===== src/rtl/xlock_pkg.sv =====
package xlock_pkg;
   localparam int XL_CODE_W = 2;
   localparam int XL_STS_W  = 2;

   typedef enum logic [1:0] {
      ST_IDLE    = 2'd0,
      ST_PEND    = 2'd1,
      ST_LOCKED  = 2'd2,
      ST_RELEASE = 2'd3
   } xl_state_e;

   localparam logic [XL_CODE_W-1:0] CPL_OK     = 2'b00;
   localparam logic [XL_CODE_W-1:0] CPL_RETRY  = 2'b01;
   localparam logic [XL_CODE_W-1:0] CPL_TABORT = 2'b10;
   localparam logic [XL_CODE_W-1:0] CPL_MABORT = 2'b11;
endpackage


===== src/rtl/xlock_sampler.sv =====
module xlock_sampler #(
   parameter int STAGES = 2
) (
   input  logic clk,
   input  logic rst_n,
   input  logic lock_i,
   input  logic frame_i,
   output logic lock_o,
   output logic frame_o
);
   generate
      if (STAGES == 0) begin : g_direct
         assign lock_o  = lock_i;
         assign frame_o = frame_i;
      end else begin : g_chain
         logic [STAGES-1:0] lk_q;
         logic [STAGES-1:0] fr_q;
         always_ff @(posedge clk or negedge rst_n) begin
            if (!rst_n) begin
               lk_q <= '0;
               fr_q <= '0;
            end else begin
               lk_q[0] <= lock_i;
               fr_q[0] <= frame_i;
               for (int i = 1; i < STAGES; i++) begin
                  lk_q[i] <= lk_q[i-1];
                  fr_q[i] <= fr_q[i-1];
               end
            end
         end
         assign lock_o  = lk_q[STAGES-1];
         assign frame_o = fr_q[STAGES-1];
      end
   endgenerate
endmodule


===== src/rtl/xlock_fsm.sv =====
module xlock_fsm
   import xlock_pkg::*;
#(
   parameter int RELEASE_WAIT = 1
) (
   input  logic                 clk,
   input  logic                 rst_n,
   input  logic                 req_valid,
   input  logic                 req_locked,
   input  logic                 req_upstream,
   input  logic                 cpl_valid,
   input  logic [XL_CODE_W-1:0] cpl_code,
   input  logic                 rel_seen,
   input  logic                 tgt_busy,
   output xl_state_e            state
);
   xl_state_e nxt;
   logic      hold_busy;

   generate
      if (RELEASE_WAIT != 0) begin : g_wait
         assign hold_busy = tgt_busy;
      end else begin : g_nowait
         assign hold_busy = 1'b0;
      end
   endgenerate

   always_comb begin
      nxt = state;
      unique case (state)
         ST_IDLE: begin
            if (req_valid && req_locked && !req_upstream)
               nxt = ST_PEND;
         end
         ST_PEND: begin
            if (cpl_valid && cpl_code == CPL_RETRY)
               nxt = ST_IDLE;
            else if (rel_seen)
               nxt = hold_busy ? ST_RELEASE : ST_IDLE;
            else if (cpl_valid)
               nxt = ST_LOCKED;
         end
         ST_LOCKED: begin
            if (rel_seen)
               nxt = hold_busy ? ST_RELEASE : ST_IDLE;
         end
         ST_RELEASE: begin
            if (!hold_busy)
               nxt = ST_IDLE;
         end
         default: nxt = ST_IDLE;
      endcase
   end

   always_ff @(posedge clk or negedge rst_n) begin
      if (!rst_n) state <= ST_IDLE;
      else        state <= nxt;
   end
endmodule


===== src/rtl/xlock_abort.sv =====
module xlock_abort
   import xlock_pkg::*;
(
   input  logic                 clk,
   input  logic                 rst_n,
   input  logic                 lock_act,
   input  logic                 cpl_valid,
   input  logic [XL_CODE_W-1:0] cpl_code,
   input  logic                 cpl_posted,
   input  logic                 req_repeat,
   input  logic                 cfg_err_en,
   input  logic                 cfg_ma_mode,
   input  logic [XL_STS_W-1:0]  sts_clr,
   output logic                 rsp_valid,
   output logic [XL_CODE_W-1:0] rsp_code,
   output logic                 serr_pulse,
   output logic [XL_STS_W-1:0]  sts
);
   logic                 stored_v;
   logic [XL_CODE_W-1:0] stored_code;
   logic                 is_abort, is_ta, is_ma, lk_abort;
   logic [XL_STS_W-1:0]  sts_set;

   assign is_ta    = cpl_valid && cpl_code == CPL_TABORT;
   assign is_ma    = cpl_valid && cpl_code == CPL_MABORT;
   assign is_abort = is_ta || is_ma;
   assign lk_abort = lock_act && is_abort;
   assign sts_set  = {lock_act && is_ma, lock_act && is_ta};

   always_ff @(posedge clk or negedge rst_n) begin
      if (!rst_n) begin
         stored_v    <= 1'b0;
         stored_code <= CPL_OK;
         rsp_valid   <= 1'b0;
         rsp_code    <= CPL_OK;
         serr_pulse  <= 1'b0;
         sts         <= '0;
      end else begin
         rsp_valid  <= 1'b0;
         serr_pulse <= 1'b0;
         if (!lock_act) begin
            stored_v <= 1'b0;
         end else if (req_repeat && stored_v) begin
            rsp_valid <= 1'b1;
            rsp_code  <= stored_code;
            stored_v  <= 1'b0;
         end else if (lk_abort && !cpl_posted) begin
            stored_v    <= 1'b1;
            stored_code <= cpl_code;
         end
         if (lk_abort && cpl_posted && cfg_err_en && (is_ta || cfg_ma_mode))
            serr_pulse <= 1'b1;
         sts <= (sts & ~sts_clr) | sts_set;
      end
   end
endmodule


===== src/rtl/xlock_ctrl.sv =====
module xlock_ctrl
   import xlock_pkg::*;
#(
   parameter int SAMPLE_STAGES = 2,
   parameter int RELEASE_WAIT  = 1
) (
   input  logic       clk,
   input  logic       rst_n,
   input  logic       ini_lock,
   input  logic       ini_frame,
   input  logic       req_valid,
   input  logic       req_locked,
   input  logic       req_upstream,
   input  logic       req_repeat,
   input  logic       cpl_valid,
   input  logic [1:0] cpl_code,
   input  logic       cpl_posted,
   input  logic       tgt_busy,
   input  logic       cfg_err_en,
   input  logic       cfg_ma_mode,
   input  logic [1:0] sts_clr,
   output logic       tgt_lock,
   output logic       fwd_unlocked_ok,
   output logic       rsp_valid,
   output logic [1:0] rsp_code,
   output logic       serr_pulse,
   output logic [1:0] sts
);
   if (SAMPLE_STAGES < 0 || SAMPLE_STAGES > 4) begin : g_bad_stages
      $error("xlock_ctrl: SAMPLE_STAGES must lie in 0..4");
   end
   if (RELEASE_WAIT != 0 && RELEASE_WAIT != 1) begin : g_bad_wait
      $error("xlock_ctrl: RELEASE_WAIT must be 0 or 1");
   end

   logic      lock_s, frame_s, rel_seen;
   xl_state_e fsm_state;
   logic      lock_act;

   xlock_sampler #(.STAGES(SAMPLE_STAGES)) u_smp (
      .clk     (clk),
      .rst_n   (rst_n),
      .lock_i  (ini_lock),
      .frame_i (ini_frame),
      .lock_o  (lock_s),
      .frame_o (frame_s)
   );

   assign rel_seen = !lock_s && !frame_s;

   xlock_fsm #(.RELEASE_WAIT(RELEASE_WAIT)) u_fsm (
      .clk          (clk),
      .rst_n        (rst_n),
      .req_valid    (req_valid),
      .req_locked   (req_locked),
      .req_upstream (req_upstream),
      .cpl_valid    (cpl_valid),
      .cpl_code     (cpl_code),
      .rel_seen     (rel_seen),
      .tgt_busy     (tgt_busy),
      .state        (fsm_state)
   );

   assign lock_act        = fsm_state != ST_IDLE;
   assign tgt_lock        = lock_act;
   assign fwd_unlocked_ok = !lock_act;

   xlock_abort u_abt (
      .clk         (clk),
      .rst_n       (rst_n),
      .lock_act    (lock_act),
      .cpl_valid   (cpl_valid),
      .cpl_code    (cpl_code),
      .cpl_posted  (cpl_posted),
      .req_repeat  (req_repeat),
      .cfg_err_en  (cfg_err_en),
      .cfg_ma_mode (cfg_ma_mode),
      .sts_clr     (sts_clr),
      .rsp_valid   (rsp_valid),
      .rsp_code    (rsp_code),
      .serr_pulse  (serr_pulse),
      .sts         (sts)
   );
endmodule


===== config.mk =====
export PLATFORM = sky130hd
export DESIGN_NAME = xlock_ctrl
export DESIGN_NICKNAME = d
export VERILOG_FILES = /design/src/rtl/xlock_pkg.sv /design/src/rtl/xlock_sampler.sv /design/src/rtl/xlock_fsm.sv /design/src/rtl/xlock_abort.sv /design/src/rtl/xlock_ctrl.sv
export SDC_FILE = /design/constraint.sdc
export NUM_CORES = 1
export LEC_CHECK = 0
export ABC_CLOCK_PERIOD_IN_PS = 1800
export BUFFER_PORTS_ARGS = -buffer_cell sky130_fd_sc_hd__buf_2
export CAP_MARGIN = 15
export CORE_MARGIN = 5
export CORE_UTILIZATION = 34
export DETAILED_ROUTE_END_ITERATION = 16
export PLACE_DENSITY = 0.71
export SKIP_CTS_REPAIR_TIMING = 1
export SYNTH_ARGS = -nofsm -noshare
export SYNTH_HDL_FRONTEND = slang
export SYNTH_HIERARCHICAL = 1
export SYNTH_SLANG_ARGS = --single-unit
export TNS_END_PERCENT = 30

===== constraint.sdc =====
create_clock -name clk -period 1.8 [get_ports clk]
set_clock_uncertainty 0.05 [all_clocks]
set_input_delay 0.36 -clock clk [delete_from_list [all_inputs] [get_ports clk]]
set_output_delay 0.36 -clock clk [all_outputs]
set_load 0.02 [all_outputs]

Yosys cells after proc, flatten, opt, wreduce, memory -nomap -nowiden
Cells that the tools add are included.
Word-level totals
  register bits: 15
  latch bits: 0
  memory bits (writable): 0
  bits in read-only memories: 0
  input port bits: 17
  output and inout port bits: 8
  logic and storage cells: 64
  memories kept: 0
Cells by class
  add/subtract/negate cells: 0
  multipliers: 0
  div/mod/pow operators: 0
  order comparisons: 0
  equal/unequal tests: 11
  shifts and indexed selects: 0
  muxes and demuxes: 14
  bitwise operators: 4
  reductions and logical operators: 26
Operators with widths (number)
  $logic_and A1 B1 Y1: 14
  $mux W2: 7
  $eq A2 B2 Y1 const B: 4
  $pmux W2 S4: 1
  $mux W1: 6
  $logic_not A1 Y1: 5
  $eq A2 B1 Y1 const B: 2
  $ne A2 B2 Y1 const B: 2
  $ne A4 B3 Y1 const B: 1
  $reduce_and A4 Y1: 1
  $ne A3 B3 Y1 const B: 1
  $reduce_and A3 Y1: 1
  $and A2 B2 Y2: 1
  $logic_not A2 Y1: 1
  $logic_or A1 B1 Y1: 2
  $ne A2 B1 Y1 const B: 1
  $not A2 Y2: 1
  $or A2 B2 Y2: 1
  $reduce_and A2 Y1: 1
  $reduce_bool A2 Y1: 1
  $not A1 Y1: 1

Longest topological paths before layout
Gate-level depths: netlist of run 1.
  word-level depth: 8
  depth in mapped cells: 4
  gate-level depth less buffers: 4

Cells and area by module
The synthesis of run 1 kept the hierarchy.
By module, submodules not included
  xlock_abort: times used 1, cells each 27, area each 352.8 um2, sequential area each 225.2 um2
  xlock_fsm: times used 1, cells each 16, area each 131.4 um2, sequential area each 50.0 um2
  xlock_sampler: times used 1, cells each 4, area each 100.1 um2, sequential area each 100.1 um2
  xlock_ctrl: times used 1, cells each 3, area each 13.8 um2, sequential area each 0.0 um2

Worst setup path after synthesis of run 1
OpenSTA, ideal clock, no wires.
  path type: reg-to-reg
  from: reg u_fsm.state[1]
  to: reg u_abt.stored_code[0]
  data arrival time: 1.405 ns
  data required time: 1.625 ns
  path slack: 0.219 ns
  stages on the path, launching flop included: 5
  period minus slack after synthesis: 1.581 ns
  cells stage by stage: dfrtp_1 or2_1 nand3_2 a211o_1 mux2_4
Between the ends
  cells in the longest elaborated chain, start to end: 4
RTL lines
  from (decl): RTL line xlock_fsm.sv:15  | output xl_state_e state
  from (signal assigned): RTL line xlock_fsm.sv:57  | else state <= nxt;
  $reduce_bool A2 Y1 (*): RTL line xlock_ctrl.sv:64  | assign lock_act = fsm_state != ST_IDLE;
  named net tgt_lock: RTL line xlock_ctrl.sv:22  | output logic tgt_lock,
  $logic_and A1 B1 Y1: RTL line xlock_abort.sv:27  | assign lk_abort = lock_act && is_abort;
  $logic_and A1 B1 Y1: RTL line xlock_abort.sv:47  | end else if (lk_abort && !cpl_posted) begin
  $reduce_and A3 Y1 (no source line) (*)
  to (signal assigned): RTL line xlock_abort.sv:49  | stored_code <= cpl_code;
  to (decl): RTL line xlock_abort.sv:20  | logic [XL_CODE_W-1:0] stored_code;
The timed path passes the listed nets; every way through them passes the cells marked *.
A chain may end at the register's enable or synchronous reset.

Final worst setup path of run 1
  from: reg u_fsm.state[1]
  to: out tgt_lock
Between the ends
  cells in the longest elaborated chain, start to end: 1
RTL lines (RTL line)
  $reduce_bool A2 Y1: xlock_ctrl.sv:64
  to (decl): xlock_ctrl.sv:22
No other way between the ends.

==> flow_metrics.tcl, run 1 <==
set metrics [dict create \
    status "completed" \
    synth-edff-count 0 \
    dp_cells 99 \
    clock_tree.root_cell "clkbuf_4" \
    stdcell_area_um2 786 \
    cp_max_fo 8 \
    worstSkewPairLatency_ns 0.28 \
    synth_top_area_frac 0.628 \
    layout_setup_ws_ns 0.181 \
    synth_top_cell_by_area "dfrtp_1" \
    wl_per_cell_um 12.2 \
    ios 25 \
    syn_area_um2 598 \
    diodes 0 \
    ys_top_cells_by_area "dfrtp_1 (63%), mux2_2 (3.8%), nor2_1 (3.8%), or2b_1 (3.8%), inv_1 (3.1%)" \
    grt.overflow.total 0 \
    via_count 482 \
    worst_pin_slew_ns 0.324 \
    ir_worst_vdd_mv 0.586 \
    ys_types 21 \
    rows 15 \
    initial_utilization 0.350 \
    placed_area_um2 749 \
    finalMaxSlewViolations 0 \
    h-tree-depth 1 \
    async_reset_ff_frac 1.00 \
    fin_nets 97 \
    drtIter0Drc 3 \
    cap_violations 0 \
    period_share 0.899 \
    vias_per_cell 4.63 \
    area_growth_syn_to_layout_pct 31.4 \
    yosysWarnings 6 \
    stdcell_count 104 \
    syn_inst 50 \
    clock-sinks 15 \
    wl_um 1270 \
    clk_pin_slew_ns 0.08 \
    ys_seq_elements 15 \
    slew-limit-headroom 0.784 \
    drive_gt1_frac 0.405 \
    power_leakage_nw 0.396 \
    hold_viol 0 \
    max_freq_mhz 618 \
    cts_tree "built" \
    cts_buffer_depth 2 \
    synthMostInstantiatedCell "dfrtp_1" \
    synthFlopType "dfrtp_1" \
    rsz0062_at_grt "no" \
    grt_pass1_wl_um 2190 \
    ant_nets 0 \
    avgSynthCellArea_um2 12.0 \
    gp_congestion 0.738 \
    track_usage 0.112 \
    portBuffers 24 \
    setup_violations 0 \
    power.density_mw_per_mm2 1250 \
    grt_max_degree 16 \
    core_area_mm2 0.00171 \
    dieWidth_um 51.9 \
    grt_pass1_vias 503 \
    dp_slack_ns 0.278 \
    post-route-min-period_ns 1.62 \
    die_h_um 51.9 \
    die_area_mm2 0.00270 \
    end_kind "output pin" \
    worstSetupPathType "flop to output pin" \
    route.detailed.drc 0 \
    fin_setup_tns_ns 0 \
    cts_buffers 3 \
    synth_common_cells "dfrtp_1 (15), nor2_1 (6), inv_1 (5)" \
    drt-pass1-iter-count 3 \
    syn_nets 67 \
    cp-start-kind "flop" \
    hold_class "input pin to flop" \
    ys_seq_area_frac 0.628 \
    antenna_found_initial 0 \
    critPathArrivalTime_ns 1.21 \
    worst_ep_required_time_ns 1.39 \
    finish.utilization 0.460 \
]
==> final timing paths <==
check	slack, ns	from	cells past startpoint	endpoint
setup / recovery	0.18	u_fsm/state[1]$_DFFE_PN0P_	2	tgt_lock
hold / removal	0.14	ini_frame	1	u_smp/g_chain.fr_q[0]$_DFF_PN0_
setup reg to reg	0.27	u_fsm/state[1]$_DFFE_PN0P_	4	u_abt/stored_code[0]$_DFFE_PN0P_
hold reg to reg	0.30	u_smp/g_chain.lk_q[0]$_DFF_PN0_	0	u_smp/g_chain.lk_q[1]$_DFF_PN0_
max in group asynchronous	1.01	rst_n	2	u_smp/g_chain.lk_q[1]$_DFF_PN0_
min in group asynchronous	0.44	rst_n	2	u_abt/rsp_code[0]$_DFFE_PN0P_
==> placed cells by master (no fill, tap or decap), drive strengths merged <==
cell / synthesis / routed
buf: 0 / 24
dfrtp: 15 / 15
nor2: 6 / 6
inv: 5 / 5
clkbuf: 0 / 4
or2b: 3 / 3
mux2: 3 / 3
o22ai: 2 / 2
o211ai: 2 / 2
a21oi: 2 / 2
nand3: 2 / 2
o21ai: 2 / 2
or2: 1 / 1
dlygate4sd3: 0 / 1
and3: 1 / 1
a32oi: 1 / 1
nor2b: 1 / 1
a211o: 1 / 1
nand4: 1 / 1
a31oi: 1 / 1
o22a: 1 / 1
==> layout make-up <==
cell class / instances / area (um^2)
repair buffers: 25 / 130
inverters: 5 / 18.8
flip-flops and latches: 15 / 375
well taps: 25 / 31.3
multi-input cells: 30 / 204
fillers: 175 / 922
clock buffers: 4 / 26.3
==> layer usage <==
| layer | wire length (um) | share of wire | track usage | vias up |
|---|---|---|---|---|
| met3 | 142 | 0.11 | 0.0659 | 0 |
| met4 | 0 | 0 | 0.0568 | 0 |
| met2 | 590 | 0.47 | 0.153 | 19 |
| met5 | 0 | 0 | 0 | - |
| li1 | - | - | - | 234 |
| met1 | 533 | 0.42 | 0.137 | 229 |
==> worst max-delay path: stages (launching register included) <==
cell     delay, ns
dfrtp_1       0.45
or2_1         0.30
buf_2         0.18
==> stage by stage <==
| stage | hold WS (ns) | total power, mW |
|---|---|---|
| after global routing | 0.111 | 1.06 |
| after detailed placement | 0.231 | 0.802 |
| final | 0.137 | 0.983 |
| after global placement | 0.222 | 0.794 |
| after floorplan | 0.0144 | 0.681 |
| after CTS | -0.0849 | 0.998 |
==> state kept, by name (all words and copies together), names as in the netlist <==
signal              count
u_abt/stored_code       2
u_smp/g_chain.lk_q      2
u_fsm/state             2
u_abt/rsp_code          2
u_abt/serr_pulse        1
u_abt/stored_v          1
u_smp/g_chain.fr_q      2
u_abt/rsp_valid         1
u_abt/sts               2
==> where the power goes <==
| group | leakage, nW | internal, mW | switching [mW] |
|---|---|---|---|
| combinational | 0.194 | 0.146 | 0.182 |
| clock | 0.0150 | 0.0859 | 0.102 |
| sequential | 0.186 | 0.412 | 0.0552 |
==> kinds of logic (layout without fill, tap and decap cells) <==
kind of cell | Yosys count | in the layout | synth area share
flops | 15 | 15 | 0.628
mux | 3 | 3 | 0.0628
buf+inv | 5 | 34 | 0.0314
simple gates | 15 | 15 | 0.142
compound gates | 12 | 12 | 0.136
Note: power is estimated with default switching activity, not from simulation.
==> inputs of run 2 (changes only) <==
--- a/config.mk
+++ b/config.mk
@@ -5,7 +5,7 @@
 export SDC_FILE = /design/constraint.sdc
 export NUM_CORES = 1
 export LEC_CHECK = 0
-export ABC_CLOCK_PERIOD_IN_PS = 1800
+export ABC_CLOCK_PERIOD_IN_PS = 1730
 export BUFFER_PORTS_ARGS = -buffer_cell sky130_fd_sc_hd__buf_2
 export CAP_MARGIN = 15
 export CORE_MARGIN = 5
==> constraint.sdc (replaced) <==
create_clock -name clk -period 1.73 [get_ports clk]
set_clock_uncertainty 0.05 [all_clocks]
set_input_delay 0.346 -clock clk [delete_from_list [all_inputs] [get_ports clk]]
set_output_delay 0.346 -clock clk [all_outputs]
set_load 0.02 [all_outputs]
==> run 2 against run 1 <==
  * First-iteration DRC count rose to 3.7 times the previous value
  * Die area unchanged
  * Non-clock buffer count up 1
  * Clock power about the same
  * Routed wire length down 6.5%
  * Sequential cell count unchanged
  * Total power up 5.2%
==> flow_metrics.tcl, run 2 (synthesis results as in run 1) <==
set metrics [dict create \
    status "completed" \
    cp_max_fo 5 \
    grt_max_degree 16 \
    portBuffers 24 \
    vias_per_cell 4.38 \
    max_freq_mhz 655 \
    clk_pin_slew_ns 0.08 \
    fin_nets 98 \
    initial_utilization 0.350 \
    drive_gt1_frac 0.425 \
    cap_violations 0 \
    via_count 460 \
    hold_class "input pin to flop" \
    cp_cell_sequence "or2_1, buf_2" \
    layout_common_cells "buf_2 (24), dfrtp_1 (15), nor2_1 (6)" \
    placed_area_um2 757 \
    worst_ep_required_time_ns 1.33 \
    internal-power_mw 0.681 \
    fin_setup_tns_ns 0 \
    dpl.hpwl_um 932 \
    p_sw_frac 0.342 \
    setup_violations 0 \
    wl_um 1180 \
    dieWidth_um 51.9 \
    slew-limit-headroom 0.791 \
    combPwrFrac 0.362 \
    ios 25 \
    clock-sinks 15 \
    die_h_um 51.9 \
    final_common_cell "buf_2" \
    gp_congestion 0.711 \
    cts_tree "built" \
    drt-pass1-iter-count 2 \
    max_stage_delay_ns 0.41 \
    critPathArrivalTime_ns 1.13 \
    track_usage 0.0970 \
    post-route-min-period_ns 1.53 \
    clock_tree.root_cell "clkbuf_4" \
    seq_power_share 0.457 \
    wl_per_cell_um 11.3 \
    worstSkewPairLatency_ns 0.27 \
    die_area_mm2 0.00270 \
    power.density_mw_per_mm2 1300 \
    drtIter0Drc 11 \
    finalMaxSlewViolations 0 \
    stdcell_area_um2 795 \
    cts_buffer_depth 2 \
    cts_buffers 3 \
    switchingPower_mw 0.354 \
    route.detailed.drc 0 \
    ant_nets 0 \
    diodes 0 \
    rows 15 \
    core_area_mm2 0.00171 \
    antenna_found_initial 0 \
    cp-start-kind "flop" \
    end_kind "output pin" \
    grt_pass1_wl_um 1960 \
    worstSetupPathType "flop to output pin" \
    h-tree-depth 1 \
    hold_viol 0 \
    worst_pin_slew_ns 0.313 \
    grt.overflow.total 0 \
    slowest_stage "dfrtp_1" \
    area_growth_syn_to_layout_pct 32.8 \
    clockPowerShare 0.181 \
    ir_worst_vdd_mv 0.707 \
    rsz0062_at_grt "no" \
    period_share 0.883 \
    power_leakage_nw 0.404 \
    grt_pass1_vias 457 \
]
[run 2: changes by cell type in the layout (fill, tap and decap cells not counted), sizes merged]
cell	before	now
buf	24	25
clkbuf	4	3
clkinv	0	1
[run 2: through the flow]
stage | total power, mW | setup slack, ns | std cells | utilization | hold slack (ns)
finish | 1.03 | 0.202 | 105 | 0.465 | 0.127
global route | 1.11 | 0.127 | 105 | 0.465 | 0.114
CTS | 1.05 | 0.194 | 104 | 0.459 | -0.0996
detailed placement | 0.851 | 0.284 | 100 | 0.443 | 0.208
global placement | 0.844 | 0.327 | 100 | 0.443 | 0.207
floorplan | 0.709 | 0.149 | 50 | - | 0.000409
[run 2: cell type report]
class | instances | area [um^2]
Fill cell | 167 | 913
Clock buffer | 3 | 22.5
Tap cell | 25 | 31.3
Clock inverter | 1 | 5.00
Multi-Input combinational cell | 30 | 204
Timing Repair Buffer | 26 | 138
Sequential cell | 15 | 375
Inverter | 5 | 18.8
[run 2: per-layer routing]
| layer | part of all wire | global-route usage | vias up |
|---|---|---|---|
| met1 | 0.47 | 0.129 | 205 |
| met5 | 0 | 0 | - |
| met3 | 0.11 | 0.0544 | 0 |
| met2 | 0.42 | 0.132 | 19 |
| met4 | 0 | 0.0306 | 0 |
| li1 | - | - | 236 |
[run 2: worst paths after layout]
| check | slack [ns] | start | endpoint | cells after the start |
|---|---|---|---|---|
| setup / recovery | 0.20 | u_fsm/state[0]$_DFFE_PN0P_ | tgt_lock | 2 |
| hold / removal | 0.13 | ini_lock | u_smp/g_chain.lk_q[0]$_DFF_PN0_ | 1 |
| setup reg to reg | 0.26 | u_fsm/state[0]$_DFFE_PN0P_ | u_abt/stored_code[0]$_DFFE_PN0P_ | 4 |
| hold reg to reg | 0.30 | u_smp/g_chain.lk_q[0]$_DFF_PN0_ | u_smp/g_chain.lk_q[1]$_DFF_PN0_ | 0 |
| max in group asynchronous | 0.96 | rst_n | u_smp/g_chain.lk_q[0]$_DFF_PN0_ | 2 |
| min in group asynchronous | 0.43 | rst_n | u_abt/rsp_code[1]$_DFFE_PN0P_ | 2 |
[run 2: worst max-delay path, delay by kind of cell, from the launching register on]
| family | cells | cell delay, ns |
|---|---|---|
| simple gates | 1 | 0.27 |
| flops | 1 | 0.41 |
| buf+inv | 1 | 0.18 |
[run 2: power groups by stage]
stage | logic (mW) | registers, mW | clock network (mW)
final | 0.374 | 0.473 | 0.188
after global routing | 0.416 | 0.483 | 0.213
after CTS | 0.378 | 0.473 | 0.194
after detailed placement | 0.374 | 0.477 | 0
after global placement | 0.370 | 0.474 | 0
after floorplan | 0.186 | 0.523 | 0
==> inputs of run 3 (changes only) <==
--- a/config.mk
+++ b/config.mk
@@ -8,10 +8,12 @@
 export ABC_CLOCK_PERIOD_IN_PS = 1730
 export BUFFER_PORTS_ARGS = -buffer_cell sky130_fd_sc_hd__buf_2
 export CAP_MARGIN = 15
+export CELL_PAD_IN_SITES_DETAIL_PLACEMENT = 0
+export CELL_PAD_IN_SITES_GLOBAL_PLACEMENT = 1
 export CORE_MARGIN = 5
-export CORE_UTILIZATION = 34
+export CORE_UTILIZATION = 33
 export DETAILED_ROUTE_END_ITERATION = 16
-export PLACE_DENSITY = 0.71
+export PLACE_DENSITY = 0.84
 export SKIP_CTS_REPAIR_TIMING = 1
 export SYNTH_ARGS = -nofsm -noshare
 export SYNTH_HDL_FRONTEND = slang
==> run 3 against run 2 <==
  * Total power fell by 1.9%
  * Non-clock buffer count fell by 1
  * Core utilization fell by 1.0 points
  * Global-route usage fell by 0.26 points
  * Critical path type unchanged
  * Critical endpoint unchanged
==> flow_metrics.tcl, run 3 (synthesis results as in run 1) <==
set metrics [dict create \
    dp_slack_ns 0.203 \
    dieWidth_um 52.6 \
    cp_cell_sequence "or2_1, buf_2" \
    track_usage 0.0943 \
    fin_setup_tns_ns 0 \
    max_freq_mhz 625 \
    wl_um 1210 \
    initial_utilization 0.346 \
    grt_max_degree 16 \
    cp_max_fo 8 \
    dpl.hpwl_um 939 \
    drt-pass1-iter-count 4 \
    layout_common_cells "buf_2 (24), dfrtp_1 (15), nor2_1 (6)" \
    worstSkewPairLatency_ns 0.27 \
    timing.hold.ws_ns 0.122 \
    vias_per_cell 4.62 \
    stdcell_count 104 \
    power.density_mw_per_mm2 1290 \
    worstSetupPathType "flop to output pin" \
    setup_violations 0 \
    clockPowerShare 0.186 \
    critPathArrivalTime_ns 1.21 \
    cap_violations 0 \
    die_area_mm2 0.00276 \
    cts_buffers 3 \
    layout_setup_ws_ns 0.129 \
    seq_power_share 0.480 \
    cp.buffers_inverters 1 \
    status "completed" \
    cts_buffer_depth 2 \
    gp_congestion 0.725 \
    max_stage_delay_ns 0.45 \
    fin_nets 97 \
    post-route-min-period_ns 1.60 \
    worst_ep_required_time_ns 1.33 \
    hold_viol 0 \
    cts_tree "built" \
    clock-sinks 15 \
    rows 15 \
    core_area_mm2 0.00173 \
    switchingPower_mw 0.345 \
    finalMaxSlewViolations 0 \
    fill_cells 173 \
    route.detailed.drc 0 \
    die_h_um 52.6 \
    grt_pass1_wl_um 1820 \
    antenna_found_initial 0 \
    crit_family "flip-flops" \
    ios 25 \
    area_growth_syn_to_layout_pct 31.4 \
    slew-limit-headroom 0.777 \
    combPwrFrac 0.333 \
    slowest_stage "dfrtp_1" \
    drtIter0Drc 6 \
    portBuffers 24 \
    wl_per_cell_um 11.6 \
    end_kind "output pin" \
    clk_pin_slew_ns 0.08 \
    grt_pass1_vias 426 \
    h-tree-depth 1 \
    rsz0062_at_grt "no" \
    hold_class "input pin to flop" \
    final_common_cell "buf_2" \
    ir_worst_vdd_mv 0.562 \
    period_share 0.926 \
    p_sw_frac 0.340 \
    cp-start-kind "flop" \
    via_count 480 \
    finish.utilization 0.455 \
    diodes 0 \
    power_leakage_nw 0.396 \
    drive_gt1_frac 0.405 \
    internal-power_mw 0.670 \
    worst_pin_slew_ns 0.334 \
    grt.overflow.total 0 \
    clock_tree.root_cell "clkbuf_4" \
    dp_cells 99 \
    ant_nets 0 \
]
run 3: cell types whose count changed in the layout (fill, tap and decap cells not counted), sizes merged:
cell	before	now
buf	25	24
clkbuf	3	4
clkinv	1	0
run 3: final timing paths:
check | start | to | slack (ns) | cells past startpoint
setup / recovery | u_fsm/state[1]$_DFFE_PN0P_ | tgt_lock | 0.13 | 2
hold / removal | ini_lock | u_smp/g_chain.lk_q[0]$_DFF_PN0_ | 0.12 | 1
setup reg to reg | u_fsm/state[1]$_DFFE_PN0P_ | u_abt/stored_code[0]$_DFFE_PN0P_ | 0.18 | 4
hold reg to reg | u_smp/g_chain.fr_q[0]$_DFF_PN0_ | u_smp/g_chain.fr_q[1]$_DFF_PN0_ | 0.30 | 0
max in group asynchronous | rst_n | u_smp/g_chain.fr_q[0]$_DFF_PN0_ | 0.94 | 2
min in group asynchronous | rst_n | u_abt/sts[0]$_DFF_PN0_ | 0.45 | 2
run 3: final cells by class:
| type | count | area, um^2 | share of cell area |
|---|---|---|---|
| multi-input combinational | 30 | 204 | 0.260 |
| timing repair buffer | 25 | 130 | 0.166 |
| clock buffer | 4 | 26.3 | 0.0334 |
| sequential | 15 | 375 | 0.478 |
| inverter | 5 | 18.8 | 0.0239 |
| tap | 25 | 31.3 | 0.0398 |
run 3: worst register-to-register path, delay by kind of cell (launching register included):
kind | cells | cell delay [ns]
AOI/OAI and AO/OA | 1 | 0.31
and+or+nand+nor | 2 | 0.32
DFF | 1 | 0.45
muxes | 1 | 0.30
run 3: per-stage QoR:
stage                     cell area, um^2  total power, mW
after global routing                  786             1.09
after detailed placement              749            0.834
after floorplan                       598            0.709
after global placement                749            0.828
final                                 786             1.01
after CTS                             776             1.03
run 3: layer usage:
metal / GRT usage / routed length [um]
met1: 0.119 / 571
met5: 0 / 0
met3: 0.0399 / 133
met4: 0.0638 / 0
met2: 0.128 / 505
run 3: power groups by stage:
stage               combinational [mW]  clock, mW  sequential [mW]
floorplan                        0.186          0            0.523
global placement                 0.340          0            0.487
detailed placement               0.341          0            0.494
CTS                              0.341      0.204            0.488
global route                     0.371      0.219            0.496
finish                           0.338      0.189            0.487
